--- config.mk ---
export PLATFORM = sky130hd
export DESIGN_NAME = mw_mac_loader
export DESIGN_NICKNAME = d
export VERILOG_FILES = /design/src/rtl/mw_loader_pkg.sv /design/src/rtl/mw_phase_div.sv /design/src/rtl/mw_word_reader.sv /design/src/rtl/mw_boot_ctrl.sv /design/src/rtl/mw_mac_loader.sv
export SDC_FILE = /design/constraint.sdc
export NUM_CORES = 1
export LEC_CHECK = 0
export ABC_AREA = 1
export BUFFER_PORTS_ARGS = -buffer_cell sky130_fd_sc_hd__buf_4
export CAP_MARGIN = 20
export CORE_MARGIN = 2
export CORE_UTILIZATION = 63
export CTS_BUF_LIST = sky130_fd_sc_hd__clkbuf_4
export DETAILED_ROUTE_END_ITERATION = 8
export PLACE_DENSITY = 0.88
export SYNTH_ARGS = -nofsm -noshare
export SYNTH_HDL_FRONTEND = slang
export SYNTH_SLANG_ARGS = --single-unit
export TNS_END_PERCENT = 10
--- constraint.sdc ---
create_clock -name clk -period 3.7 [get_ports clk]
set_clock_uncertainty 0.1 [all_clocks]
set_input_delay 0 -clock clk [delete_from_list [all_inputs] [get_ports clk]]
set_output_delay 0 -clock clk [all_outputs]
set_load 0.03 [all_outputs]
--- src/rtl/mw_loader_pkg.sv ---
package mw_loader_pkg;

    typedef enum logic [3:0] {
        E_IDLE,
        E_CS_LOW,
        E_CS_HIGH,
        E_CMD_LO,
        E_CMD_HI,
        E_GAP,
        E_DAT_HI,
        E_DAT_LO,
        E_END,
        E_DONE
    } eng_state_t;

    typedef enum logic [2:0] {
        B_ISSUE,
        B_WAIT,
        B_READY,
        B_USER,
        B_UDONE
    } boot_state_t;

    localparam logic [2:0]  OP_READ   = 3'b110;
    localparam logic [15:0] WIDE_ID   = 16'h8129;
    localparam int          WORD_W    = 16;
    localparam int          OP_W      = 3;
    localparam int          MAC_FIRST = 7;
    localparam int          MAC_WORDS = 3;

endpackage

--- src/rtl/mw_phase_div.sv ---
module mw_phase_div #(
    parameter int PHASE_CYCLES = 50
) (
    input  logic clk,
    input  logic rst_n,
    input  logic clr,
    output logic tick
);
    localparam int CW = (PHASE_CYCLES > 1) ? $clog2(PHASE_CYCLES) : 1;
    localparam logic [CW-1:0] LAST = CW'(PHASE_CYCLES - 1);

    logic [CW-1:0] cnt;

    assign tick = (cnt == LAST) && !clr;

    always_ff @(posedge clk or negedge rst_n) begin
        if (!rst_n)
            cnt <= '0;
        else if (clr || tick)
            cnt <= '0;
        else
            cnt <= cnt + 1'b1;
    end

    generate
        if (PHASE_CYCLES > 1) begin : g_tick_spacing
            assert_tick_spaced_R7: assert property (@(posedge clk) disable iff (!rst_n)
                tick |=> !tick);
        end
    endgenerate

endmodule

--- src/rtl/mw_word_reader.sv ---
module mw_word_reader
    import mw_loader_pkg::*;
#(
    parameter int ADDR_MAX = 8,
    parameter int NARROW_W = 6
) (
    input  logic                clk,
    input  logic                rst_n,
    input  logic                tick,
    input  logic                go,
    input  logic                wide,
    input  logic [ADDR_MAX-1:0] addr,
    input  logic                ee_do,
    output logic                ee_cs,
    output logic                ee_sk,
    output logic                ee_di,
    output logic                div_clr,
    output logic                done,
    output logic [WORD_W-1:0]   data
);
    localparam int CMD_W  = OP_W + ADDR_MAX;
    localparam int NCMD_W = OP_W + NARROW_W;
    localparam int MAXC   = (CMD_W > WORD_W) ? CMD_W : WORD_W;
    localparam int CNT_W  = $clog2(MAXC);

    eng_state_t        state, nxt;
    logic [CMD_W-1:0]  cmd_sr;
    logic [CNT_W-1:0]  bits_left;
    logic [WORD_W-1:0] data_sr;
    logic              last_bit;

    assign last_bit = (bits_left == '0);
    assign data     = data_sr;

    // state register
    always_ff @(posedge clk or negedge rst_n) begin
        if (!rst_n) state <= E_IDLE;
        else        state <= nxt;
    end

    // next state
    always_comb begin
        nxt = state;
        unique case (state)
            E_IDLE:    if (go)   nxt = E_CS_LOW;
            E_CS_LOW:  if (tick) nxt = E_CS_HIGH;
            E_CS_HIGH: if (tick) nxt = E_CMD_LO;
            E_CMD_LO:  if (tick) nxt = E_CMD_HI;
            E_CMD_HI:  if (tick) nxt = last_bit ? E_GAP : E_CMD_LO;
            E_GAP:     if (tick) nxt = E_DAT_HI;
            E_DAT_HI:  if (tick) nxt = E_DAT_LO;
            E_DAT_LO:  if (tick) nxt = last_bit ? E_END : E_DAT_HI;
            E_END:     if (tick) nxt = E_DONE;
            E_DONE:              nxt = E_IDLE;
            default:             nxt = E_IDLE;
        endcase
    end

    // shift registers and bit counter
    always_ff @(posedge clk or negedge rst_n) begin
        if (!rst_n) begin
            cmd_sr    <= '0;
            bits_left <= '0;
            data_sr   <= '0;
        end else if (state == E_IDLE && go) begin
            if (wide) begin
                cmd_sr    <= {OP_READ, addr};
                bits_left <= CNT_W'(CMD_W - 1);
            end else begin
                cmd_sr    <= {OP_READ, addr[NARROW_W-1:0], {(ADDR_MAX-NARROW_W){1'b0}}};
                bits_left <= CNT_W'(NCMD_W - 1);
            end
        end else if (tick) begin
            if (state == E_CMD_HI) begin
                cmd_sr    <= cmd_sr << 1;
                bits_left <= last_bit ? CNT_W'(WORD_W - 1) : bits_left - 1'b1;
            end else if (state == E_DAT_HI) begin
                data_sr   <= {data_sr[WORD_W-2:0], ee_do};
            end else if (state == E_DAT_LO && !last_bit) begin
                bits_left <= bits_left - 1'b1;
            end
        end
    end

    // outputs
    always_comb begin
        ee_cs   = 1'b0;
        ee_sk   = 1'b0;
        ee_di   = 1'b0;
        done    = 1'b0;
        div_clr = 1'b0;
        unique case (state)
            E_IDLE:    div_clr = 1'b1;
            E_CS_LOW:  ;
            E_CS_HIGH: ee_cs = 1'b1;
            E_CMD_LO:  begin ee_cs = 1'b1; ee_di = cmd_sr[CMD_W-1]; end
            E_CMD_HI:  begin ee_cs = 1'b1; ee_sk = 1'b1; ee_di = cmd_sr[CMD_W-1]; end
            E_GAP:     ee_cs = 1'b1;
            E_DAT_HI:  begin ee_cs = 1'b1; ee_sk = 1'b1; end
            E_DAT_LO:  ee_cs = 1'b1;
            E_END:     ;
            E_DONE:    begin done = 1'b1; div_clr = 1'b1; end
            default:   div_clr = 1'b1;
        endcase
    end

    assert_sk_inside_cs_R5: assert property (@(posedge clk) disable iff (!rst_n)
        ee_sk |-> ee_cs);

    assert_di_hold_high_R3: assert property (@(posedge clk) disable iff (!rst_n)
        (ee_sk && $past(ee_sk)) |-> $stable(ee_di));

    assert_done_after_release_R9: assert property (@(posedge clk) disable iff (!rst_n)
        done |-> (!ee_cs && !$past(ee_cs)));

endmodule

--- src/rtl/mw_boot_ctrl.sv ---
module mw_boot_ctrl
    import mw_loader_pkg::*;
#(
    parameter int ADDR_MAX = 8
) (
    input  logic                clk,
    input  logic                rst_n,
    input  logic                eng_done,
    input  logic [WORD_W-1:0]   eng_data,
    input  logic                rd_start,
    input  logic [OP_W-1:0]     rd_op,
    input  logic [ADDR_MAX-1:0] rd_addr,
    output logic                eng_go,
    output logic                eng_wide,
    output logic [ADDR_MAX-1:0] eng_addr,
    output logic [47:0]         mac_addr,
    output logic                mac_valid,
    output logic                addr_wide,
    output logic                rd_busy,
    output logic                rd_done,
    output logic [WORD_W-1:0]   rd_data
);
    boot_state_t       state, nxt;
    logic [1:0]        idx;
    logic              wide_r;
    logic              valid_r;
    logic [47:0]       mac_r;
    logic [WORD_W-1:0] rdata_r;
    logic              accept;

    assign accept    = rd_start && (rd_op == OP_READ);
    assign mac_addr  = mac_r;
    assign mac_valid = valid_r;
    assign addr_wide = wide_r;
    assign rd_data   = rdata_r;

    // state register
    always_ff @(posedge clk or negedge rst_n) begin
        if (!rst_n) state <= B_ISSUE;
        else        state <= nxt;
    end

    // next state
    always_comb begin
        nxt = state;
        unique case (state)
            B_ISSUE: nxt = B_WAIT;
            B_WAIT:  if (eng_done) nxt = (idx == 2'(MAC_WORDS)) ? B_READY : B_ISSUE;
            B_READY: if (accept)   nxt = B_USER;
            B_USER:  if (eng_done) nxt = B_UDONE;
            B_UDONE: nxt = B_READY;
            default: nxt = B_ISSUE;
        endcase
    end

    // captured results
    always_ff @(posedge clk or negedge rst_n) begin
        if (!rst_n) begin
            idx     <= '0;
            wide_r  <= 1'b0;
            valid_r <= 1'b0;
            mac_r   <= '0;
            rdata_r <= '0;
        end else begin
            if (state == B_WAIT && eng_done) begin
                unique case (idx)
                    2'd0: wide_r         <= (eng_data == WIDE_ID);
                    2'd1: mac_r[47:32]   <= {eng_data[7:0], eng_data[15:8]};
                    2'd2: mac_r[31:16]   <= {eng_data[7:0], eng_data[15:8]};
                    2'd3: mac_r[15:0]    <= {eng_data[7:0], eng_data[15:8]};
                    default: ;
                endcase
                idx <= idx + 1'b1;
                if (idx == 2'(MAC_WORDS)) valid_r <= 1'b1;
            end
            if (state == B_USER && eng_done) rdata_r <= eng_data;
        end
    end

    // outputs
    always_comb begin
        eng_go   = 1'b0;
        eng_wide = wide_r;
        eng_addr = rd_addr;
        rd_busy  = 1'b1;
        rd_done  = 1'b0;
        unique case (state)
            B_ISSUE: begin
                eng_go   = 1'b1;
                eng_wide = (idx == 2'd0) ? 1'b1 : wide_r;
                eng_addr = (idx == 2'd0) ? '0
                         : ADDR_MAX'(MAC_FIRST) + ADDR_MAX'(idx) - 1'b1;
            end
            B_WAIT:  ;
            B_READY: begin rd_busy = 1'b0; eng_go = accept; end
            B_USER:  ;
            B_UDONE: rd_done = 1'b1;
            default: ;
        endcase
    end

    assert_done_single_R9: assert property (@(posedge clk) disable iff (!rst_n)
        rd_done |=> !rd_done);

    assert_busy_through_done_R9: assert property (@(posedge clk) disable iff (!rst_n)
        rd_done |-> rd_busy);

    assert_busy_until_mac_R9: assert property (@(posedge clk) disable iff (!rst_n)
        !mac_valid |-> rd_busy);

    assert_mac_sticky_R6: assert property (@(posedge clk) disable iff (!rst_n)
        mac_valid |=> (mac_valid && $stable(mac_addr)));

endmodule

--- src/rtl/mw_mac_loader.sv ---
module mw_mac_loader
    import mw_loader_pkg::*;
#(
    parameter int PHASE_CYCLES = 50,
    parameter int ADDR_MAX     = 8,
    parameter int NARROW_W     = 6
) (
    input  logic                clk,
    input  logic                rst_n,
    output logic                ee_cs,
    output logic                ee_sk,
    output logic                ee_di,
    input  logic                ee_do,
    input  logic                rd_start,
    input  logic [2:0]          rd_op,
    input  logic [ADDR_MAX-1:0] rd_addr,
    output logic                rd_busy,
    output logic                rd_done,
    output logic [15:0]         rd_data,
    output logic [47:0]         mac_addr,
    output logic                mac_valid,
    output logic                addr_wide
);
    logic                tick;
    logic                div_clr;
    logic                eng_go;
    logic                eng_wide;
    logic [ADDR_MAX-1:0] eng_addr;
    logic                eng_done;
    logic [WORD_W-1:0]   eng_data;

    mw_phase_div #(
        .PHASE_CYCLES(PHASE_CYCLES)
    ) u_div (
        .clk  (clk),
        .rst_n(rst_n),
        .clr  (div_clr),
        .tick (tick)
    );

    mw_word_reader #(
        .ADDR_MAX(ADDR_MAX),
        .NARROW_W(NARROW_W)
    ) u_reader (
        .clk    (clk),
        .rst_n  (rst_n),
        .tick   (tick),
        .go     (eng_go),
        .wide   (eng_wide),
        .addr   (eng_addr),
        .ee_do  (ee_do),
        .ee_cs  (ee_cs),
        .ee_sk  (ee_sk),
        .ee_di  (ee_di),
        .div_clr(div_clr),
        .done   (eng_done),
        .data   (eng_data)
    );

    mw_boot_ctrl #(
        .ADDR_MAX(ADDR_MAX)
    ) u_boot (
        .clk      (clk),
        .rst_n    (rst_n),
        .eng_done (eng_done),
        .eng_data (eng_data),
        .rd_start (rd_start),
        .rd_op    (rd_op),
        .rd_addr  (rd_addr),
        .eng_go   (eng_go),
        .eng_wide (eng_wide),
        .eng_addr (eng_addr),
        .mac_addr (mac_addr),
        .mac_valid(mac_valid),
        .addr_wide(addr_wide),
        .rd_busy  (rd_busy),
        .rd_done  (rd_done),
        .rd_data  (rd_data)
    );

endmodule

# --- Word-level counts from Yosys, hierarchy flattened ---
# Index checks and enable logic that the tools add are counted.
op_classes:
  shifts: 0
  n_eq_ne: 32
  multipliers: 0
  n_reduce_logical: 28
  bitwise: 2
  n_mux: 41
  n_lt_le_gt_ge: 0
  n_div: 0
  addsub: 5
op_table:
  columns: ["operator", "n"]
  rows:
  - ["4-bit two-way mux", 16]
  - ["4-bit case mux with 9 select lines", 1]
  - ["11-bit two-way mux", 3]
  - ["8-bit two-way mux", 3]
  - ["16-bit equality test, second input constant", 1]
  - ["4-bit by 3-bit equality test with 1-bit output, second input constant", 4]
  - ["2-bit inequality test, second input constant", 8]
  - ["3-bit case mux with 5 select lines", 1]
  - ["3-bit two-way mux", 4]
  - ["2-bit AND reduction", 5]
  - ["1-bit two-way mux", 9]
  - ["9-bit AND reduction", 1]
  - ["4-bit by 2-bit equality test with 1-bit output, second input constant", 2]
  - ["4-bit equality test, second input constant", 2]
  - ["4-bit zero test", 2]
  - ["2-bit by 1-bit inequality test with 1-bit output, second input constant", 4]
  - ["8-bit OR reduction", 1]
  - ["8-bit by 1-bit subtractor with 8-bit output, second input constant", 1]
  - ["6-bit by 1-bit adder with 6-bit output, second input constant", 1]
  - ["3-bit by 2-bit equality test with 1-bit output, second input constant", 2]
  - ["3-bit equality test, second input constant", 2]
  - ["6-bit equality test, second input constant", 1]
  - ["1-bit logical AND", 6]
  - ["6-bit two-way mux", 1]
  - ["other kinds (21)", 27]
totals:
  output_inout_bits: 71
  ff_bits: 112
  elab_cells: 121
  mem_bits_rw: 0
  latch_bits: 0
  rom_bits: 0
  memories: 0

# --- Logic depth before layout (Yosys ltp) ---
logic_depth:
  ltp_word: 8
  depth_mapped: 12

# --- Hierarchy ---
# From an unflattened synthesis, not the netlist that was laid out.
unflattened:
  hier_cells: 630
  hier_area_um2: 5206.2
modules_own_cells:
  columns: ["module", "area_per_inst_um2", "instances", "cells_each", "seq_area_each_um2"]
  rows:
  - ["mw_boot_ctrl", 3095.5, 1, 360, 1776.7]
  - ["mw_word_reader", 1784.2, 1, 233, 875.8]
  - ["mw_phase_div", 326.6, 1, 37, 150.1]

# --- Worst setup path before layout ---
# Ideal clock, no wire load.
synth_timing:
  kind: "flip-flop to flip-flop"
  from: "register u_boot.idx[0]"
  to: "register u_reader.cmd_sr[5]"
  stages_incl_launch_ff: 13
  required_time_ps: 3535
  path_buffers: 0
  setup_slack_ps: 2006
  arrival_time_ps: 1530
  cell_sequence: "dfrtp_1 > inv_1 > ha_1 > ha_1 > nor2_1 > nand3_1 > nand2_1 > nand2_1 > nand2_1 > nand2_1 > nand2_1 > nand2_1 > nand2_1"
synth_via:
  elab_chain_len: 6
synth_lines:
  columns: ["item", "line", "rtl"]
  rows:
  - ["start: declaration", "mw_boot_ctrl.sv:24", "logic [1:0] idx;"]
  - ["start signal: assignment", "mw_boot_ctrl.sv:73", "idx <= idx + 1'b1;"]
  - ["3-bit by 2-bit adder with 4-bit output", "mw_boot_ctrl.sv:92", ": ADDR_MAX'(MAC_FIRST) + ADDR_MAX'(idx) - 1'b1;"]
  - ["8-bit by 1-bit subtractor with 8-bit output", "mw_boot_ctrl.sv:92", null]
  - ["8-bit two-way mux", "mw_boot_ctrl.sv:91", "eng_addr = (idx == 2'd0) ? '0"]
  - ["8-bit two-way mux", "mw_boot_ctrl.sv:87", "unique case (state)"]
  - ["8-bit two-way mux (*)", "mw_word_reader.sv:66", "if (wide) begin"]
  - ["11-bit two-way mux (*)", "mw_word_reader.sv:65", "end else if (state == E_IDLE && go) begin"]
  - ["end signal: assignment", "mw_word_reader.sv:67", "cmd_sr <= {OP_READ, addr};"]
  - ["end signal: assignment", "mw_word_reader.sv:70", "cmd_sr <= {OP_READ, addr[NARROW_W-1:0], {(ADDR_MAX-NARROW_W){1'b0}}};"]
  - ["end signal: assignment", "mw_word_reader.sv:75", "cmd_sr <= cmd_sr << 1;"]
  - ["end: declaration", "mw_word_reader.sv:27", "logic [CMD_W-1:0] cmd_sr;"]
# Every way passes the cells marked *; elsewhere a longest branch is shown, timed or not.
# A chain may end at the register's enable or synchronous reset.

# --- Worst setup path in the final report ---
layout_timing:
  from: "register u_boot.idx[0]"
  to: "register u_reader.cmd_sr[3]"
# The elaborated chain is that of the path after synthesis.

==> summary.md <==
| Metric | Value |
|---|---|
| FF-to-FF path depth | 13 |
| Met3 wire length | 637 um |
| Postcts setup bufs | 0 |
| Initial antenna violation count | 0 |
| Wire per inst | 14.5 um |
| Layout fillers | 572 |
| Peak Freq | 403 MHz |
| First-pass GRT wire length | approximately 19000 um |
| Clock slew at reported path FFs | around 0.17 ns |
| Post-route setup TNS | 0 ns |
| Vias/cell | approximately 5.3 |
| Tcrit/Tclk final | 67.0% |
| Die area | ~9100 um2 |
| Layout cell share with drive strength beyond 1 | 28.4% |
| Final non-filler cell area | 6190 um2 |
| Layout area overhead | 17.4% |
| Status | finished, final reports clean |
| CP arrival | 2.78 ns |
| Crit. Startpoint | u_boot.idx[0] |
| Yosys warns | 0 |
| Final Power | about 0.0019 W |
| DR top layer | met4 |
| Metal2 WL | 5810 um |
| Cells after synthesis | 569 |
| Max Transition Viols Final | 0 |
| Clock Sinks | 112 |
| Core region area | 8180 um2 |
| Setup CP Type | reg -> reg |
| Critical Path RT | 4.00 ns |
| R2R setup slack | around 1.2 ns |
| DIE WIDTH | roughly 96 um |
| Pin count of the biggest net entering global routing | 76 |
| Cell Area, Synth | 5280 um2 |
| Initial DRT Pass Iterations | 7 |
| Worst setup SP type | register |
| Leak | roughly 3.2 nW |
| CP Max Fanout | 6 |
| Maxcap violations | 0 |
| Cell row count | 33 |
| # DRC | 0 |
| Slew margin rel. | ~38% |
| Number of distinct library cells after synthesis | 35 |
| Area of the multi-input gates | roughly 2100 um2 |
| Storage cell area | ~2800 um2 |
| Detailed Place HPWL | 7910 um |
| R2r endpoint | u_reader.cmd_sr[3] |
| Synth Area per Inst | 9.27 um2 |
| Starting Density | 64.5% |
| Reg-to-Reg Start | u_boot.idx[0] |
| Most frequent cells in the layout | 177 x nand2_1, 112 x dfrtp_1, 87 x buf_4 |
| WL met1 | around 4600 um |
| I/O pin cnt | 86 |
| Iter 0 DRT Violations | 223 |
| Clk Latency, worst-skew pair | between 0.4 and 0.5 ns |
| Total Wirelength | roughly 11000 um |
| GRT overflow | 0 |
| Yosys reg bits | approximately 110 |
| Area post-placement | around 5900 um2 |
| Final Hold Vio Count | 0 |
| All-layer global routing usage | 26.2% |
| Root buffer cell | clkbuf_4 |
| Post-CTS Hold Fix Bufs | 16 |
| Final core utilization | between 70% and 80% |
| TritonCTS buffer count | 9 |
| Worst setup endpoint | u_reader.cmd_sr[3] |
| Setup-failing EPs final | 0 |
| Vias in the first global route | approximately 3900 |
| Crit end category | register |
| Vias | 4115 |
| IO buf count | 85 |
| Worst-Margin Slew | 0.931 ns |
| Peak VDD IR | 0.000236 V |
| Final ANT Viol Nets | 0 |
| Worst Hold Class | in -> reg |
| TritonCTS clock tree | yes |
| RSZ-0062 raised after global routing | false |
| Max Root-Sink Buffers | 2 |
| Most common cell after layout, fill and taps aside | nand2_1 |
| Die Ht | 95.5 um |
| Final net count | 691 |
| Pwr dens | 309 nW/um2 |
| # resized after CTS | 0 |
| Htree depth | 3 |
| Seq/Total Area, Yosys | 53.1% |
| Minimum clock period | 2.48 ns |
| Syn Nets | 595 |
| GP Congestion | 0.917 |
| Ant. Diodes | 0 |
==> sequential cells by signal (all words and copies together) (netlist names) <==
| signal | cells |
|---|---|
| u_boot.addr_wide | 1 |
| u_boot.idx | 2 |
| u_boot.mac_addr | 48 |
| u_boot.mac_valid | 1 |
| u_boot.rd_data | 16 |
| u_boot.state | 3 |
| u_div.cnt | 6 |
| u_reader.bits_left | 4 |
| u_reader.cmd_sr | 11 |
| u_reader.data | 16 |
| u_reader.state | 4 |
==> power breakdown <==
group	total (W)	switching (W)	internal [W]
clock	0.000627	0.000411	0.000216
sequential	0.00123	0.000000114	0.00123
combinational	0.0000597	0.0000350	0.0000247
total	0.00191	0.000447	0.00147
==> how the worst min path moves through the flow <==
stage	startpoint	depth (start not counted)	end
final	rd_op[2]	7	u_boot.state[0]
after global routing	rd_op[2]	7	u_boot.state[0]
after CTS	rd_op[2]	7	u_boot.state[0]
after detailed placement	rst_n	1	u_reader.state[3]
after global placement	rst_n	1	u_reader.state[3]
after floorplan	rst_n	0	u_boot.addr_wide
==> per-layer routing <==
metal | vias up | GRT usage (%)
met5 | - | 0
met2 | 129 | 45.8
li1 | 2011 | -
met4 | 0 | 5.71
met1 | 1963 | 33.6
met3 | 12 | 6.01
==> cell usage after synthesis, drive strengths merged <==
cell type	count	share of area, %
a21oi	7	0.95
a31oi	3	0.36
and3	1	0.12
buf	15	3.1
clkbuf	3	0.21
dfrtp	112	53
ha	11	2.6
inv	49	3.5
nand2	204	16
nand3	11	1.3
nand4	3	0.47
nor2	35	3.7
nor3	5	0.47
nor3b	2	0.28
nor4	4	0.47
o211ai	2	0.28
o21a	1	0.14
o21ai	97	12
or2	1	0.12
xnor2	1	0.17
xor2	2	0.33
==> cell families after synthesis <==
group                      after synthesis  share of synthesized area, %
xor gates and xnor gates                 3                         0.498
AOI/OAI and AO/OA                      110                          13.7
and+or+nand+nor                        266                          23.3
adders and majority gates               11                          2.61
buffers and inverters                   67                          6.81
DFF                                    112                          53.1
==> layout make-up <==
type	instances	area share [%]
Sequential cell	112	45.3
Multi-Input combinational cell	390	34.1
Timing Repair Buffer	103	13.1
Inverter	49	3.01
Tap cell	105	2.12
Clock inverter	7	1.23
Clock buffer	9	1.09
==> critical path: stages (launching register included) <==
cell	delay, ns
dfrtp_1	0.50
inv_1	0.14
ha_1	0.23
ha_1	0.30
nor2_1	0.09
nand3_1	0.08
nand2_1	0.11
nand2_1	0.05
nand2_1	0.07
dlygate4sd3_1	0.55
nand2_1	0.05
nand2_1	0.05
nand2_1	0.04
nand2_1	0.06
==> per-stage QoR <==
stage | hold WS (ns) | std cells | worst slack (ns)
2_1_floorplan | -0.396 | 569 | 2.01
3_3_place_gp | 0.0905 | 743 | 1.83
3_5_place_dp | 0.0954 | 743 | 1.78
4_1_cts | 0.000846 | 775 | 1.26
5_1_grt | 0.0366 | 775 | 1.02
6_report | 0.0193 | 775 | 1.22
No activity file was read; power rests on OpenSTA's default activity.
